`config.mk`:
```
export PLATFORM = sky130hd
export DESIGN_NAME = serial_result_port
export DESIGN_NICKNAME = d
export VERILOG_FILES = /design/src/rtl/srp_pkg.sv /design/src/rtl/srp_sync_edge.sv /design/src/rtl/srp_conv_timer.sv /design/src/rtl/srp_shifter.sv /design/src/rtl/serial_result_port.sv
export SDC_FILE = /design/constraint.sdc
export NUM_CORES = 1
export LEC_CHECK = 0
export BUFFER_PORTS_ARGS = -buffer_cell sky130_fd_sc_hd__buf_2
export CELL_PAD_IN_SITES_DETAIL_PLACEMENT = 1
export CELL_PAD_IN_SITES_GLOBAL_PLACEMENT = 2
export CORE_MARGIN = 10
export CORE_UTILIZATION = 36
export DETAILED_ROUTE_END_ITERATION = 10
export PLACE_DENSITY = 0.73
export SLEW_MARGIN = 20
export SYNTH_ARGS = -nofsm -noshare
export SYNTH_HDL_FRONTEND = slang
export SYNTH_SLANG_ARGS = --single-unit
export TNS_END_PERCENT = 1
```
`constraint.sdc`:
```
create_clock -name clk -period 2.2 [get_ports clk]
set_input_delay 0 -clock clk [delete_from_list [all_inputs] [get_ports clk]]
set_output_delay 0 -clock clk [all_outputs]
set_load 0.03 [all_outputs]
```
`src/rtl/srp_pkg.sv`:
```
package srp_pkg;

    typedef enum logic [2:0] {
        ST_IDLE    = 3'd0,
        ST_CONVERT = 3'd1,
        ST_ACQUIRE = 3'd2,
        ST_SHIFT   = 3'd3,
        ST_DONE    = 3'd4
    } srp_state_e;

    localparam int unsigned PIN_CNV   = 0;
    localparam int unsigned PIN_SEL   = 1;
    localparam int unsigned PIN_SCLK  = 2;
    localparam int unsigned PIN_COUNT = 3;

endpackage

```
`src/rtl/srp_sync_edge.sv`:
```
module srp_sync_edge #(
    parameter int unsigned          WIDTH   = 3,
    parameter int unsigned          STAGES  = 2,
    parameter logic [WIDTH-1:0]     RST_VAL = '0
) (
    input  logic             clk,
    input  logic             rst_n,
    input  logic [WIDTH-1:0] din,
    output logic [WIDTH-1:0] sync,
    output logic [WIDTH-1:0] level
);

    for (genvar b = 0; b < WIDTH; b++) begin : g_bit
        logic [STAGES-1:0] chain_q;
        logic              prev_q;

        always_ff @(posedge clk or negedge rst_n) begin
            if (!rst_n) begin
                chain_q[0] <= RST_VAL[b];
            end else begin
                chain_q[0] <= din[b];
            end
        end

        for (genvar s = 1; s < STAGES; s++) begin : g_stage
            always_ff @(posedge clk or negedge rst_n) begin
                if (!rst_n) begin
                    chain_q[s] <= RST_VAL[b];
                end else begin
                    chain_q[s] <= chain_q[s-1];
                end
            end
        end

        always_ff @(posedge clk or negedge rst_n) begin
            if (!rst_n) begin
                prev_q <= RST_VAL[b];
            end else begin
                prev_q <= chain_q[STAGES-1];
            end
        end

        assign sync[b]  = chain_q[STAGES-1];
        assign level[b] = prev_q;
    end

endmodule

```
`src/rtl/srp_conv_timer.sv`:
```
module srp_conv_timer #(
    parameter int unsigned CYCLES = 40
) (
    input  logic clk,
    input  logic rst_n,
    input  logic start,
    input  logic run,
    output logic done
);

    localparam int unsigned CW = (CYCLES > 1) ? $clog2(CYCLES) : 1;

    logic [CW-1:0] cnt_q;

    always_ff @(posedge clk or negedge rst_n) begin
        if (!rst_n) begin
            cnt_q <= '0;
        end else if (start) begin
            cnt_q <= CW'(CYCLES - 1);
        end else if (run && (cnt_q != '0)) begin
            cnt_q <= cnt_q - CW'(1);
        end
    end

    assign done = (cnt_q == '0);

endmodule

```
`src/rtl/srp_shifter.sv`:
```
module srp_shifter #(
    parameter int unsigned WIDTH = 16
) (
    input  logic             clk,
    input  logic             rst_n,
    input  logic             capture,
    input  logic [WIDTH-1:0] din,
    input  logic             load,
    input  logic             shift,
    input  logic             clear,
    output logic             msb,
    output logic             last
);

    localparam int unsigned CW = (WIDTH > 1) ? $clog2(WIDTH) : 1;

    logic [WIDTH-1:0] hold_q;
    logic [WIDTH-1:0] shift_q;
    logic [CW-1:0]    cnt_q;

    always_ff @(posedge clk or negedge rst_n) begin
        if (!rst_n) begin
            hold_q <= '0;
        end else if (capture) begin
            hold_q <= din;
        end
    end

    always_ff @(posedge clk or negedge rst_n) begin
        if (!rst_n) begin
            shift_q <= '0;
            cnt_q   <= '0;
        end else if (load) begin
            shift_q <= hold_q;
            cnt_q   <= '0;
        end else if (clear) begin
            cnt_q   <= '0;
        end else if (shift) begin
            shift_q <= {shift_q[WIDTH-2:0], 1'b0};
            cnt_q   <= cnt_q + CW'(1);
        end
    end

    assign msb  = shift_q[WIDTH-1];
    assign last = (cnt_q == CW'(WIDTH - 1));

endmodule

```
`src/rtl/serial_result_port.sv`:
```
module serial_result_port
    import srp_pkg::*;
#(
    parameter int unsigned DATA_W      = 16,
    parameter int unsigned CONV_CYCLES = 40,
    parameter int unsigned SYNC_STAGES = 2
) (
    input  logic              clk,
    input  logic              rst_n,
    input  logic              cnv_i,
    input  logic              sel_n_i,
    input  logic              sclk_i,
    input  logic [DATA_W-1:0] result_i,
    output logic              sdo_o,
    output logic              sdo_oe_o
);

    localparam logic [PIN_COUNT-1:0] PIN_RST = PIN_COUNT'(1) << PIN_SEL;

    logic [PIN_COUNT-1:0] pins;
    logic [PIN_COUNT-1:0] pin_sync;
    logic [PIN_COUNT-1:0] pin_lvl;

    logic cnv_lvl, sel_lvl;
    logic cnv_rise, sel_rise, sel_fall, sclk_fall;
    logic conv_done, last_bit, shift_msb;
    logic start_conv, capture, load, shift_en;

    srp_state_e state_q, state_d;

    assign pins[PIN_CNV]  = cnv_i;
    assign pins[PIN_SEL]  = sel_n_i;
    assign pins[PIN_SCLK] = sclk_i;

    srp_sync_edge #(
        .WIDTH   (PIN_COUNT),
        .STAGES  (SYNC_STAGES),
        .RST_VAL (PIN_RST)
    ) u_sync (
        .clk   (clk),
        .rst_n (rst_n),
        .din   (pins),
        .sync  (pin_sync),
        .level (pin_lvl)
    );

    assign cnv_lvl   = pin_lvl[PIN_CNV];
    assign sel_lvl   = pin_lvl[PIN_SEL];
    assign cnv_rise  =  pin_sync[PIN_CNV]  & ~pin_lvl[PIN_CNV];
    assign sel_rise  =  pin_sync[PIN_SEL]  & ~pin_lvl[PIN_SEL];
    assign sel_fall  = ~pin_sync[PIN_SEL]  &  pin_lvl[PIN_SEL];
    assign sclk_fall = ~pin_sync[PIN_SCLK] &  pin_lvl[PIN_SCLK];

    // state register
    always_ff @(posedge clk or negedge rst_n) begin
        if (!rst_n) begin
            state_q <= ST_IDLE;
        end else begin
            state_q <= state_d;
        end
    end

    // next state
    always_comb begin
        state_d = state_q;
        unique case (state_q)
            ST_IDLE: begin
                if (cnv_rise && sel_lvl) begin
                    state_d = ST_CONVERT;
                end
            end
            ST_CONVERT: begin
                if (conv_done) begin
                    state_d = ST_ACQUIRE;
                end
            end
            ST_ACQUIRE: begin
                if (cnv_rise && sel_lvl) begin
                    state_d = ST_CONVERT;
                end else if (sel_fall) begin
                    state_d = ST_SHIFT;
                end
            end
            ST_SHIFT: begin
                if (sel_rise) begin
                    state_d = ST_ACQUIRE;
                end else if (sclk_fall && last_bit) begin
                    state_d = ST_DONE;
                end
            end
            ST_DONE: begin
                if (sel_rise) begin
                    state_d = ST_ACQUIRE;
                end else if (cnv_rise && sel_lvl) begin
                    state_d = ST_CONVERT;
                end
            end
            default: state_d = ST_IDLE;
        endcase
    end

    assign start_conv = (state_q != ST_CONVERT) && (state_d == ST_CONVERT);
    assign capture    = (state_q == ST_CONVERT) && conv_done;
    assign load       = (state_q == ST_ACQUIRE) && (state_d == ST_SHIFT);
    assign shift_en   = (state_q == ST_SHIFT) && sclk_fall && !sel_rise;

    srp_conv_timer #(
        .CYCLES (CONV_CYCLES)
    ) u_timer (
        .clk   (clk),
        .rst_n (rst_n),
        .start (start_conv),
        .run   (state_q == ST_CONVERT),
        .done  (conv_done)
    );

    srp_shifter #(
        .WIDTH (DATA_W)
    ) u_shift (
        .clk     (clk),
        .rst_n   (rst_n),
        .capture (capture),
        .din     (result_i),
        .load    (load),
        .shift   (shift_en),
        .clear   (sel_rise),
        .msb     (shift_msb),
        .last    (last_bit)
    );

    // outputs
    always_comb begin
        sdo_oe_o = 1'b0;
        sdo_o    = 1'b0;
        if (state_q == ST_SHIFT) begin
            sdo_oe_o = 1'b1;
            sdo_o    = cnv_lvl & shift_msb;
        end
        if (!cnv_lvl && !sel_lvl) begin
            sdo_oe_o = 1'b1;
            sdo_o    = 1'b0;
        end
    end

endmodule

```
==> impl_metrics.py <==
metrics = {
    "route": {
        "vias": 1612,
        "wirelength_um": 5160,
        "route.detailed.drc": 0,
        "ant_nets": 0,
        "wire_per_inst_um": 16.5,
        "drtIter0Drc": 40,
        "viasPerCell": 5.17,
        "drt_first_pass_iters": 4,
    },
    "sta": {
        "skew_ps": 5.01,
        "setup_tns_ps": 0,
        "slew_violations": 0,
        "fmax_ghz": 0.470,
        "slew_headroom_pct": 54.3,
        "min_period_over_period_pct": 96.6,
        "hold_viol_final": 0,
        "worst_slew_pin_slew_ps": 685,
        "setup_viol": 0,
        "min_period_ps": 2130,
        "grt_setup_unrepaired": "false",
    },
    "critical_path": {
        "required_ps": 2400,
        "crit_path_start_kind": "register",
        "critical_path.max_stage_delay_ps": 470,
        "worst_setup_path_end_kind": "register",
        "crit_slowest_cell": "or4b_4",
        "critPathBufInv": 2,
        "cp.arrival_ps": 2320,
        "crit_type": "reg -> reg",
        "path_cells": "inv_1, ha_1, or4b_4, or3b_4, buf_6, mux2_4",
        "critPathMaxFanout": 10,
        "crit_family": "simple AND/OR/NAND/NOR gates",
    },
    "die": {
        "die_x_um": 101,
        "die_h_um": 101,
        "io_pins": 23,
        "fp-row-count": 29,
        "core_um2": 6310,
        "initial_core_util_pct": 37.0,
        "dieArea_um2": 10100,
    },
    "pwr": {
        "p_leak_nw": 1.43,
        "ir_drop_mv": 0.519,
        "power.density_nw_per_um2": 978,
        "power_mw": 2.80,
    },
    "global_route": {
        "grt_pass1_wl_um": 9040,
        "gr-total-overflow": 0,
        "grt_max_degree": 46,
        "track_usage_pct": 10.9,
        "first_global_vias": 1862,
        "grt_antenna_before_repair": 0,
    },
    "flow_run": {
        "drv_cap": 0,
    },
    "placement": {
        "gp_congestion": 0.738,
        "dp_hpwl_um": 3720,
        "io_buffers": 22,
    },
    "synth": {
        "ys_ff_latch": 54,
        "yosys_warnings": 0,
        "synth-seq-area-share_pct": 58.1,
        "syn_nets": 205,
        "syn_avg_cell_area_um2": 12.8,
        "ys.flop_type": "dfrtp_1",
        "syn_inst": 182,
        "synth-async-reset-ratio_pct": 100,
        "netlist_area_um2": 2330,
        "yosysTopAreaCellShare_pct": 54.7,
        "post-synth-top-area-cell": "dfrtp_1",
        "synth_edf_count": 0,
        "synth_cell_types": 38,
        "synth_top_cells_by_area": "dfrtp_1, a22o_1, mux2_4",
    },
    "clock_network": {
        "clock-sinks": 54,
        "htreeDepth": 2,
        "clock_latency_ps": 300,
        "clockRootBuffer": "clkbuf_8",
        "cts_buffers": 5,
        "cts_tree": "built",
        "clock_path_buffers": 2,
        "clkTransAtPathRegs_ps": 90,
    },
    "cells_and_area": {
        "drive_gt1_share_pct": 26.8,
        "antenna_cells": 0,
        "area_growth_pct": 22.8,
        "fillCellCount": 695,
        "nets": 257,
    },
    "outcome": {
        "status": "finished clean",
    },
    "min_path": {
        "hold_class": "in -> async",
    },
}
[through the flow]
step           cell area (µm²)  hold slack, ps  util (%)  worst slack [ps]  instances
3_5_place_dp              2560            -133      40.6              35.9        284
6_report                  2870            66.5      45.4              74.0        312
5_1_grt                   2870            78.6      45.4              13.5        312
4_1_cts                   2850            60.5      45.2              29.6        312
3_3_place_gp              2560            -148      40.6              89.0        284
2_1_floorplan             2330            -296         -              15.1        182
[state kept, by name, indices dropped and copies added (netlist names)]
signal and cells:
state_q 3, u_sync.sync 3, u_sync.g_bit.prev_q 3, u_shift.hold_q 16, u_sync.g_bit.chain_q 3, u_shift.cnt_q 4, u_shift.shift_q 16, u_timer.cnt_q 6
[what timing repair did]
item                                    CTS  global route
hold endpoints to repair                 28             0
endpoints found under the setup margin    0            16
setup buffers                             0             0
hold buffers                             20             0
resized for setup                         0             4
[cells in the mapped netlist, drive strengths merged (2+ instances only)]
cell / instances
o21ai: 8
mux2: 16
nand2b: 3
xor2: 2
nand3: 4
nand2: 6
ha: 2
a21oi: 5
nor2: 12
inv: 3
dfrtp: 51
o211ai: 3
nor2b: 5
a22o: 16
a21o: 15
buf: 3
dfstp: 3
and3b: 2
clkbuf: 3
nor3: 2
and3: 3
nand4b: 2
[per-layer routing]
metal  wire (µm)  part of all wire (%)  up-vias  global-route usage, %
li1            -                     -      767                      -
met1        2350                    46      809                   13.4
met2        2550                    50       26                   18.3
met3         154                   3.0       10                   2.54
met4          95                   1.8        0                   3.91
met5           0                     0        -                      0
[layout make-up]
type	instances	area (µm²)	area share (%)
Inverter	3	11.3	0.393
Sequential cell	54	1360	47.3
Clock buffer	7	86.3	3.01
Tap cell	77	96.3	3.36
Clock inverter	1	5.00	0.175
Multi-Input combinational cell	119	926	32.3
Timing Repair Buffer	51	385	13.4
[cell usage in the layout, fill, tap and decap left out, drive strengths merged, types with 2 or more instances in the layout]
master | netlist | routed
o21ai | 8 | 8
a21o | 15 | 15
xor2 | 2 | 2
nor3 | 2 | 2
nand2b | 3 | 3
nor2b | 5 | 5
a22o | 16 | 16
o211ai | 3 | 3
nor2 | 12 | 12
mux2 | 16 | 16
ha | 2 | 2
clkbuf | 3 | 7
dfrtp | 51 | 51
buf | 3 | 31
and3 | 3 | 3
nand3 | 4 | 4
inv | 3 | 3
a21oi | 5 | 5
dlygate4sd3 | 0 | 20
and3b | 2 | 2
nand2 | 6 | 6
nand4b | 2 | 2
dfstp | 3 | 3
[power breakdown]
| group | leakage [nW] | switching, mW | internal (mW) | total (mW) |
|---|---|---|---|---|
| combinational | 0.718 | 0.272 | 0.416 | 0.689 |
| sequential | 0.666 | 0.233 | 1.31 | 1.54 |
| clock | 0.0482 | 0.314 | 0.255 | 0.568 |
[final timing paths]
| path | start | to | slack, ps | cells past startpoint |
|---|---|---|---|---|
| worst min register to register | u_sync.g_bit[2].chain_q[0] | u_sync.sync[2] | 350 | 0 |
| worst min-delay path | rst_n | u_sync.sync[2] | 70 | 2 |
| max in group asynchronous | rst_n | u_shift.shift_q[9] | 1310 | 3 |
| min in group clk | sel_n_i | u_sync.g_bit[1].chain_q[0] | 340 | 2 |
| worst max register to register | u_timer.cnt_q[1] | u_shift.hold_q[15] | 70 | 6 |
| worst max-delay path | u_timer.cnt_q[1] | u_shift.hold_q[15] | 70 | 6 |
[kinds of logic (layout without fill, tap and decap cells)]
family | after synthesis | count (layout) | share of synthesized area (%)
simple gates | 47 | 47 | 12.0
buf+inv | 9 | 62 | 2.47
mux | 17 | 17 | 9.60
xor+xnor | 3 | 3 | 1.13
compound gates | 50 | 50 | 15.7
flops | 54 | 54 | 58.1
fa+ha+maj | 2 | 2 | 1.07
No activity file was read; power rests on OpenSTA's default activity.
